===== config.mk =====
export PLATFORM = sky130hd
export DESIGN_NAME = vctx_reg_front
export DESIGN_NICKNAME = d
export VERILOG_FILES = /design/src/rtl/vctx_pkg.sv /design/src/rtl/vctx_addr_dec.sv /design/src/rtl/vctx_ctx_bank.sv /design/src/rtl/vctx_req_fifo.sv /design/src/rtl/vctx_status_merge.sv /design/src/rtl/vctx_reg_front.sv
export SDC_FILE = /design/constraint.sdc
export NUM_CORES = 2
export LEC_CHECK = 0
export BUFFER_PORTS_ARGS = -buffer_cell sky130_fd_sc_hd__buf_2
export CORE_MARGIN = 2
export CORE_UTILIZATION = 30
export DETAILED_ROUTE_END_ITERATION = 8
export PLACE_DENSITY = 0.53
export SLEW_MARGIN = 20
export SYNTH_ARGS = -nofsm -noshare
export SYNTH_HDL_FRONTEND = slang
export SYNTH_SLANG_ARGS = --single-unit

===== constraint.sdc =====
create_clock -name clk -period 3.8 [get_ports clk]
set_clock_uncertainty 0.2 [all_clocks]
set_input_delay 1.14 -clock clk [delete_from_list [all_inputs] [get_ports clk]]
set_output_delay 1.14 -clock clk [all_outputs]
set_load 0.02 [all_outputs]

===== src/rtl/vctx_pkg.sv =====
package vctx_pkg;
  localparam int DW       = 64;
  localparam int BUSY_BIT = 31;
  localparam int FULL_BIT = 29;
  localparam int LOW_BIT  = 28;
  localparam int PKT_LSB  = 32;
  localparam int PKT_W    = 16;

  localparam logic [7:0] OFS_RX_DESC = 8'h00;
  localparam logic [7:0] OFS_RX_STAT = 8'h08;
  localparam logic [7:0] OFS_RX_POLL = 8'h10;
  localparam logic [7:0] OFS_TX_DESC = 8'h18;
  localparam logic [7:0] OFS_TX_STAT = 8'h20;
  localparam logic [7:0] OFS_TX_POLL = 8'h28;

  typedef enum logic [2:0] {
    KIND_NONE,
    KIND_RX_DESC,
    KIND_RX_STAT,
    KIND_TX_DESC,
    KIND_TX_STAT
  } reg_kind_e;
endpackage


===== src/rtl/vctx_addr_dec.sv =====
module vctx_addr_dec
  import vctx_pkg::*;
#(
  parameter int AW   = 16,
  parameter int NCTX = 4,
  parameter int CW   = 2
) (
  input  logic [AW-1:0] addr,
  output logic [CW-1:0] ctx_idx,
  output logic          idx_ok,
  output reg_kind_e     kind
);
  localparam int HW = AW - 8;

  logic [HW-1:0] hi;
  logic [7:0]    ofs;

  assign hi      = addr[AW-1:8];
  assign ofs     = addr[7:0];
  assign idx_ok  = hi < HW'(NCTX);
  assign ctx_idx = CW'(hi);

  always_comb begin
    case (ofs)
      OFS_RX_DESC: kind = KIND_RX_DESC;
      OFS_RX_STAT,
      OFS_RX_POLL: kind = KIND_RX_STAT;
      OFS_TX_DESC: kind = KIND_TX_DESC;
      OFS_TX_STAT,
      OFS_TX_POLL: kind = KIND_TX_STAT;
      default:     kind = KIND_NONE;
    endcase
  end
endmodule


===== src/rtl/vctx_ctx_bank.sv =====
module vctx_ctx_bank
  import vctx_pkg::*;
#(
  parameter int NCTX = 4,
  parameter int CW   = 2
) (
  input  logic          clk,
  input  logic          rst_n,
  input  logic          rxd_we,
  input  logic          txd_we,
  input  logic [CW-1:0] wr_idx,
  input  logic [DW-1:0] wdata,
  input  logic          rx_cmpl_valid,
  input  logic [CW-1:0] rx_cmpl_idx,
  input  logic [DW-1:0] rx_cmpl_word,
  input  logic          tx_cmpl_valid,
  input  logic [CW-1:0] tx_cmpl_idx,
  input  logic [DW-1:0] tx_cmpl_word,
  input  logic [CW-1:0] rd_idx,
  output logic [DW-1:0] rd_rx_desc,
  output logic [DW-1:0] rd_rx_done,
  output logic [DW-1:0] rd_tx_desc,
  output logic [DW-1:0] rd_tx_done
);
  localparam logic [DW-1:0] BUSY_ONLY = DW'(1) << BUSY_BIT;
  localparam logic [DW-1:0] BUSY_CLR  = ~BUSY_ONLY;

  logic [DW-1:0] rxd_all [NCTX];
  logic [DW-1:0] rxs_all [NCTX];
  logic [DW-1:0] txd_all [NCTX];
  logic [DW-1:0] txs_all [NCTX];

  for (genvar i = 0; i < NCTX; i++) begin : g_ctx
    logic [DW-1:0] rxd_q, rxs_q, txd_q, txs_q;
    logic          hit_wr, hit_rxc, hit_txc;

    assign hit_wr  = wr_idx == CW'(i);
    assign hit_rxc = rx_cmpl_valid && (rx_cmpl_idx == CW'(i));
    assign hit_txc = tx_cmpl_valid && (tx_cmpl_idx == CW'(i));

    always_ff @(posedge clk) begin
      if (!rst_n) begin
        rxd_q <= '0;
        rxs_q <= '0;
        txd_q <= '0;
        txs_q <= '0;
      end else begin
        if (rxd_we && hit_wr) begin
          rxd_q <= wdata;
          rxs_q <= BUSY_ONLY;
        end else if (hit_rxc) begin
          rxs_q <= rx_cmpl_word & BUSY_CLR;
        end
        if (txd_we && hit_wr) begin
          txd_q <= wdata;
          txs_q <= BUSY_ONLY;
        end else if (hit_txc) begin
          txs_q <= tx_cmpl_word & BUSY_CLR;
        end
      end
    end

    assign rxd_all[i] = rxd_q;
    assign rxs_all[i] = rxs_q;
    assign txd_all[i] = txd_q;
    assign txs_all[i] = txs_q;
  end

  always_comb begin
    rd_rx_desc = '0;
    rd_rx_done = '0;
    rd_tx_desc = '0;
    rd_tx_done = '0;
    for (int k = 0; k < NCTX; k++) begin
      if (rd_idx == CW'(k)) begin
        rd_rx_desc = rxd_all[k];
        rd_rx_done = rxs_all[k];
        rd_tx_desc = txd_all[k];
        rd_tx_done = txs_all[k];
      end
    end
  end
endmodule


===== src/rtl/vctx_req_fifo.sv =====
module vctx_req_fifo #(
  parameter int DEPTH = 4,
  parameter int CW    = 2
) (
  input  logic          clk,
  input  logic          rst_n,
  input  logic          push,
  input  logic [CW-1:0] push_idx,
  output logic          out_valid,
  input  logic          out_ready,
  output logic [CW-1:0] out_idx,
  output logic          full,
  output logic          empty
);
  localparam int PW = (DEPTH > 1) ? $clog2(DEPTH) : 1;
  localparam int NW = $clog2(DEPTH + 1);

  logic [CW-1:0] mem [DEPTH];
  logic [PW-1:0] wp, rp;
  logic [NW-1:0] cnt;
  logic          pop;

  assign pop       = out_valid && out_ready;
  assign out_valid = cnt != '0;
  assign empty     = cnt == '0;
  assign full      = cnt == NW'(DEPTH);
  assign out_idx   = mem[rp];

  always_ff @(posedge clk) begin
    if (!rst_n) begin
      wp  <= '0;
      rp  <= '0;
      cnt <= '0;
      for (int k = 0; k < DEPTH; k++) mem[k] <= '0;
    end else begin
      if (push) begin
        mem[wp] <= push_idx;
        wp      <= (wp == PW'(DEPTH - 1)) ? '0 : wp + 1'b1;
      end
      if (pop) rp <= (rp == PW'(DEPTH - 1)) ? '0 : rp + 1'b1;
      case ({push, pop})
        2'b10:   cnt <= cnt + 1'b1;
        2'b01:   cnt <= cnt - 1'b1;
        default: cnt <= cnt;
      endcase
    end
  end
endmodule


===== src/rtl/vctx_status_merge.sv =====
module vctx_status_merge
  import vctx_pkg::*;
#(
  parameter int LW = 16
) (
  input  logic [DW-1:0]    rx_done,
  input  logic [PKT_W-1:0] rx_pkts,
  input  logic [DW-1:0]    tx_done,
  input  logic [PKT_W-1:0] tx_pkts,
  input  logic [LW-1:0]    tx_free,
  input  logic [LW-1:0]    tx_used,
  input  logic [LW-1:0]    tx_max_copy,
  input  logic [LW-1:0]    tx_mark,
  output logic [DW-1:0]    rx_view,
  output logic [DW-1:0]    tx_view
);
  always_comb begin
    rx_view = rx_done;
    rx_view[PKT_LSB +: PKT_W] = rx_pkts;

    tx_view = tx_done;
    tx_view[PKT_LSB +: PKT_W] = tx_pkts;
    tx_view[FULL_BIT] = tx_free < tx_max_copy;
    tx_view[LOW_BIT]  = tx_used < tx_mark;
  end
endmodule


===== src/rtl/vctx_reg_front.sv =====
module vctx_reg_front
  import vctx_pkg::*;
#(
  parameter int  NCTX = 4,
  parameter int  AW   = 16,
  parameter int  LW   = 16,
  localparam int CW   = (NCTX > 1) ? $clog2(NCTX) : 1
) (
  input  logic             clk,
  input  logic             rst_n,
  input  logic             acc_en,
  input  logic             acc_wr,
  input  logic [AW-1:0]    acc_addr,
  input  logic [63:0]      acc_wdata,
  output logic             rsp_valid,
  output logic             rsp_err,
  output logic [63:0]      rsp_rdata,
  input  logic             rx_en,
  input  logic             rx_idle,
  input  logic             tx_en,
  input  logic             tx_idle,
  output logic             rx_kick,
  output logic             tx_kick,
  input  logic             rx_cmpl_valid,
  input  logic [CW-1:0]    rx_cmpl_ctx,
  input  logic [63:0]      rx_cmpl_word,
  input  logic             tx_cmpl_valid,
  input  logic [CW-1:0]    tx_cmpl_ctx,
  input  logic [63:0]      tx_cmpl_word,
  input  logic [15:0]      rx_fifo_pkts,
  input  logic [15:0]      tx_fifo_pkts,
  input  logic [LW-1:0]    tx_fifo_free,
  input  logic [LW-1:0]    tx_fifo_used,
  input  logic [LW-1:0]    tx_max_copy,
  input  logic [LW-1:0]    tx_mark,
  output logic             rxq_valid,
  input  logic             rxq_ready,
  output logic [CW-1:0]    rxq_ctx,
  output logic             rxq_full,
  output logic             rxq_empty,
  output logic             txq_valid,
  input  logic             txq_ready,
  output logic [CW-1:0]    txq_ctx,
  output logic             txq_full,
  output logic             txq_empty
);
  logic [CW-1:0] ctx_idx;
  logic          idx_ok;
  reg_kind_e     kind;

  logic [DW-1:0] cur_rx_desc, cur_rx_done, cur_tx_desc, cur_tx_done;
  logic [DW-1:0] rx_view, tx_view;

  logic rx_busy_sel, tx_busy_sel;
  logic is_rxd_wr, is_txd_wr, is_stat_wr;
  logic rx_accept, tx_accept, rx_push, tx_push, tx_head_match;
  logic acc_bad;
  logic [DW-1:0] rd_mux;

  vctx_addr_dec #(.AW(AW), .NCTX(NCTX), .CW(CW)) u_dec (
    .addr    (acc_addr),
    .ctx_idx (ctx_idx),
    .idx_ok  (idx_ok),
    .kind    (kind)
  );

  assign rx_busy_sel = cur_rx_done[BUSY_BIT];
  assign tx_busy_sel = cur_tx_done[BUSY_BIT];

  assign is_rxd_wr  = acc_en && acc_wr && idx_ok && (kind == KIND_RX_DESC);
  assign is_txd_wr  = acc_en && acc_wr && idx_ok && (kind == KIND_TX_DESC);
  assign is_stat_wr = acc_wr && ((kind == KIND_RX_STAT) || (kind == KIND_TX_STAT));

  // a transmit head that is leaving this cycle does not absorb a new request
  assign tx_head_match = txq_valid && !txq_ready && (txq_ctx == ctx_idx);

  assign rx_accept = is_rxd_wr && !rx_busy_sel && !rxq_full;
  assign rx_push   = rx_accept;
  assign tx_accept = is_txd_wr && !tx_busy_sel && (!txq_full || tx_head_match);
  assign tx_push   = tx_accept && !tx_head_match;

  assign acc_bad = acc_en && (!idx_ok || (kind == KIND_NONE) || is_stat_wr ||
                              (is_rxd_wr && !rx_accept) ||
                              (is_txd_wr && !tx_accept));

  vctx_ctx_bank #(.NCTX(NCTX), .CW(CW)) u_bank (
    .clk           (clk),
    .rst_n         (rst_n),
    .rxd_we        (rx_accept),
    .txd_we        (tx_accept),
    .wr_idx        (ctx_idx),
    .wdata         (acc_wdata),
    .rx_cmpl_valid (rx_cmpl_valid),
    .rx_cmpl_idx   (rx_cmpl_ctx),
    .rx_cmpl_word  (rx_cmpl_word),
    .tx_cmpl_valid (tx_cmpl_valid),
    .tx_cmpl_idx   (tx_cmpl_ctx),
    .tx_cmpl_word  (tx_cmpl_word),
    .rd_idx        (ctx_idx),
    .rd_rx_desc    (cur_rx_desc),
    .rd_rx_done    (cur_rx_done),
    .rd_tx_desc    (cur_tx_desc),
    .rd_tx_done    (cur_tx_done)
  );

  vctx_status_merge #(.LW(LW)) u_merge (
    .rx_done     (cur_rx_done),
    .rx_pkts     (rx_fifo_pkts),
    .tx_done     (cur_tx_done),
    .tx_pkts     (tx_fifo_pkts),
    .tx_free     (tx_fifo_free),
    .tx_used     (tx_fifo_used),
    .tx_max_copy (tx_max_copy),
    .tx_mark     (tx_mark),
    .rx_view     (rx_view),
    .tx_view     (tx_view)
  );

  vctx_req_fifo #(.DEPTH(NCTX), .CW(CW)) u_rxq (
    .clk       (clk),
    .rst_n     (rst_n),
    .push      (rx_push),
    .push_idx  (ctx_idx),
    .out_valid (rxq_valid),
    .out_ready (rxq_ready),
    .out_idx   (rxq_ctx),
    .full      (rxq_full),
    .empty     (rxq_empty)
  );

  vctx_req_fifo #(.DEPTH(NCTX), .CW(CW)) u_txq (
    .clk       (clk),
    .rst_n     (rst_n),
    .push      (tx_push),
    .push_idx  (ctx_idx),
    .out_valid (txq_valid),
    .out_ready (txq_ready),
    .out_idx   (txq_ctx),
    .full      (txq_full),
    .empty     (txq_empty)
  );

  always_comb begin
    case (kind)
      KIND_RX_DESC: rd_mux = cur_rx_desc;
      KIND_RX_STAT: rd_mux = rx_view;
      KIND_TX_DESC: rd_mux = cur_tx_desc;
      KIND_TX_STAT: rd_mux = tx_view;
      default:      rd_mux = '0;
    endcase
  end

  always_ff @(posedge clk) begin
    if (!rst_n) begin
      rsp_valid <= 1'b0;
      rsp_err   <= 1'b0;
      rsp_rdata <= '0;
      rx_kick   <= 1'b0;
      tx_kick   <= 1'b0;
    end else begin
      rsp_valid <= acc_en;
      rsp_err   <= acc_bad;
      rsp_rdata <= (acc_en && !acc_wr && !acc_bad) ? rd_mux : '0;
      rx_kick   <= rx_accept && rx_en && rx_idle;
      tx_kick   <= tx_accept && tx_en && tx_idle;
    end
  end
endmodule


==> flow_metrics.tcl <==
set metrics [dict create \
    period_share_pct 85.49 \
    ys_seq_area_share_pct 39.27 \
    place.gp.congestion 0.8885 \
    drtAntennaViolNets 0 \
    dieArea_mm2 0.1729 \
    outcome "finished, final reports clean" \
    ir_drop_uv 372.9 \
    p_sw_uw 6085 \
    min_path_type "reg2reg" \
    syn_to_final_growth_pct 18.70 \
    crit_family "simple AND/OR/NAND/NOR gates" \
    antenna_found_initial 43 \
    seqPwrFrac_pct 45.3 \
    grt_max_degree 153 \
    crit_required_ps 2460 \
    drive_above_1_share_pct 21.07 \
    power_frac_clock_pct 46.0 \
    hold_viol_final 0 \
    final_cell_count_no_fill 8260 \
    synth_xor_area_share_pct 0.1205 \
    synth_edf_count 16 \
    drcViolationCount 0 \
    power_leakage_uw 0.02155 \
    cts_inserted_buffers 107 \
    worst_path_max_delay_cell "nor3b_2" \
    synth-seq-cells 990 \
    internal_power_uw 17350 \
    hold_start "u_bank.g_ctx[3].rxs_q[62]$_SDFFE_PP0P_" \
    cp_num_buf_inv 1 \
    finalSetupViolations 0 \
    rsz0062_at_grt "no" \
    num_vias 47159 \
    fp.dieH_um 415.8 \
    swShare_pct 25.96 \
    design.core.area_mm2 0.1689 \
    grt_pass1_wl_um 288400 \
    pwr_density_cell_mw_per_mm2 388.1 \
    clockRootBuffer "clkbuf_16" \
    drv_slew 0 \
    clk_pin_slew_ps 60 \
    wirelength_um 192400 \
    ctsHoldBuffers 0 \
    finalSetupTns_ps 0 \
    track_usage_pct 21.37 \
    muxShareOfSynthArea_pct 11.23 \
    grt_pass1_vias 44483 \
    fmax_ghz 0.3078 \
    hpwl_um 126400 \
    first_pass_iters 5 \
    dp.cells 8050 \
    ctsResizeCount 0 \
    maxCapViolCount 0 \
    mostFrequentLayoutCell "nand2_1" \
    synth_compound_area_share_pct 22.13 \
    synth_top_family_by_area "compound AO/OA/AOI/OAI gates" \
    clock-sinks 990 \
    async_flop_share_pct 0 \
    slew_headroom_pct 37.70 \
    clk_latency_ps 780 \
    avgRoutedWirePerCell_um 23.29 \
    synth_flop_cell "dfxtp_1" \
    synth_simple_gate_area_share_pct 20.38 \
    crit_chain "nor3b_2 > buf_2" \
    crit_type "reg2out" \
    via_per_inst 5.709 \
    postCtsSetupBuffers 0 \
    cts_tree "done" \
    synth_adder_area_share_pct 0.9641 \
    fin_crit_ps 3249 \
    startpoint_type "register" \
    row_count 151 \
    syn_area_per_cell_um2 8.800 \
    gr-total-overflow 0 \
    clockBufferDepth 3 \
    portBuffers 361 \
    cpPeakStageDelay_ps 560 \
    start_util_pct 30.12 \
    first_iter_violations 4838 \
    io_pins 398 \
    synth_nets 6139 \
    htree_levels 3 \
    yosysWarnings 0 \
    final_cell_mix "1123 x nand2_1, 974 x dfxtp_1, 519 x nand3_1" \
    end_kind "output port" \
    combPwrFrac_pct 8.7 \
    crit_fanout 4 \
    syn-cell-area_mm2 0.05087 \
    tightest_slew_ps 934.6 \
    die_x_um 415.8 \
    crit_start "u_txq.cnt[0]$_SDFFE_PN0P_" \
    nets 6299 \
    worstPathArrival_ps 1910 \
    syn_inst 5781 \
    synth_cell_type_count 67 \
]
## final timing paths
| path | to | slack [ps] | cells after the start |
|---|---|---|---|
| min | u_bank.g_ctx[3].rxs_q[62]$_SDFFE_PP0P_ | 250 | 2 |
| max reg2reg | u_txq.cnt[2]$_SDFFE_PN0P_ | 760 | 10 |
| max | txq_full | 550 | 2 |
| min reg2reg | u_bank.g_ctx[3].rxs_q[62]$_SDFFE_PP0P_ | 250 | 2 |
## per-stage QoR
step                      utilization, %  hold WS [ps]  total power, µW  setup WS, ps  area [µm²]
after floorplan                        -         230.6            11980         40.62       50870
after global placement             33.62         236.9            12830        -287.3       56780
after detailed placement           33.62         239.2            12860        -263.2       56780
after CTS                          35.73         247.7            23630         505.1       60350
after global routing               35.74         259.8            24200         445.6       60370
final                              35.75         250.1            23440         551.3       60380
## Yosys cell counts, types with 124 or more instances
cell type     n  area [µm²]
o2111ai_1   256        2242
nand2_1    1127        4230
nand3_1     524        2623
mux2i_1     277        2773
a32oi_1     256        2242
mux4_2      124        2793
nor2_1      294        1104
nor3b_1     190        1426
o21ai_0     135       675.7
dfxtp_1     974       19500
clkbuf_1    435        1633
a21oi_1     206        1031
a21boi_2    240        2703
## flip-flops by register name, indices dropped and copies added, names as in the netlist, 2 cells and up, named ones only
register / count
u_txq.cnt: 3
u_rxq.rp: 2
u_rxq.mem: 8
u_rxq.cnt: 3
u_txq.rp: 2
u_txq.mem: 8
u_rxq.wp: 2
u_bank.g_ctx.rxd_q: 256
u_bank.g_ctx.rxs_q: 192
u_bank.g_ctx.txs_q: 184
u_txq.wp: 2
u_bank.g_ctx.txd_q: 256
rsp_rdata: 64
## worst register-to-register path, cell delays in order, from the launching register on
cell and delay (ps):
dfxtp_1 380, mux4_2 600, xnor2_1 250, nand3_2 120, nand4_1 170, ha_1 210
inv_1 60, fa_1 370, xor2_1 160, or3_1 300, a21boi_0 160
## cell type report
class | count | area (µm²)
clock inverter | 27 | 381.6
sequential | 990 | 19980
clock buffer | 168 | 3187
multi-input combinational | 4110 | 28050
timing repair buffer | 686 | 5803
antenna | 15 | 37.54
inverter | 46 | 172.7
fill | 17222 | 108500
tap | 2218 | 2775
## power by group through the flow
stage / combinational (µW) / sequential (µW) / clock [µW]
floorplan: 1160 / 10800 / 0
global placement: 2000 / 10800 / 0
detailed placement: 2020 / 10800 / 0
CTS: 2020 / 10600 / 11000
global route: 2180 / 10600 / 11400
finish: 2040 / 10600 / 10800
## cell families (layout without fill, tap and decap cells)
group / count (synthesis) / after routing
xor+xnor: 7 / 7
flops: 990 / 990
compound gates: 1374 / 1374
other cells: 0 / 15
buf+inv: 681 / 927
simple gates: 2277 / 2277
fa+ha+maj: 38 / 38
mux: 414 / 414
## layer usage
layer	global-route usage, %	up-vias	wire [µm]
li1	-	21668	-
met5	0	-	156
met2	34.16	1771	89490
met3	3.297	350	12080
met1	28.74	23346	82560
met4	8.579	24	8117
(Power assumes the default switching activity.)
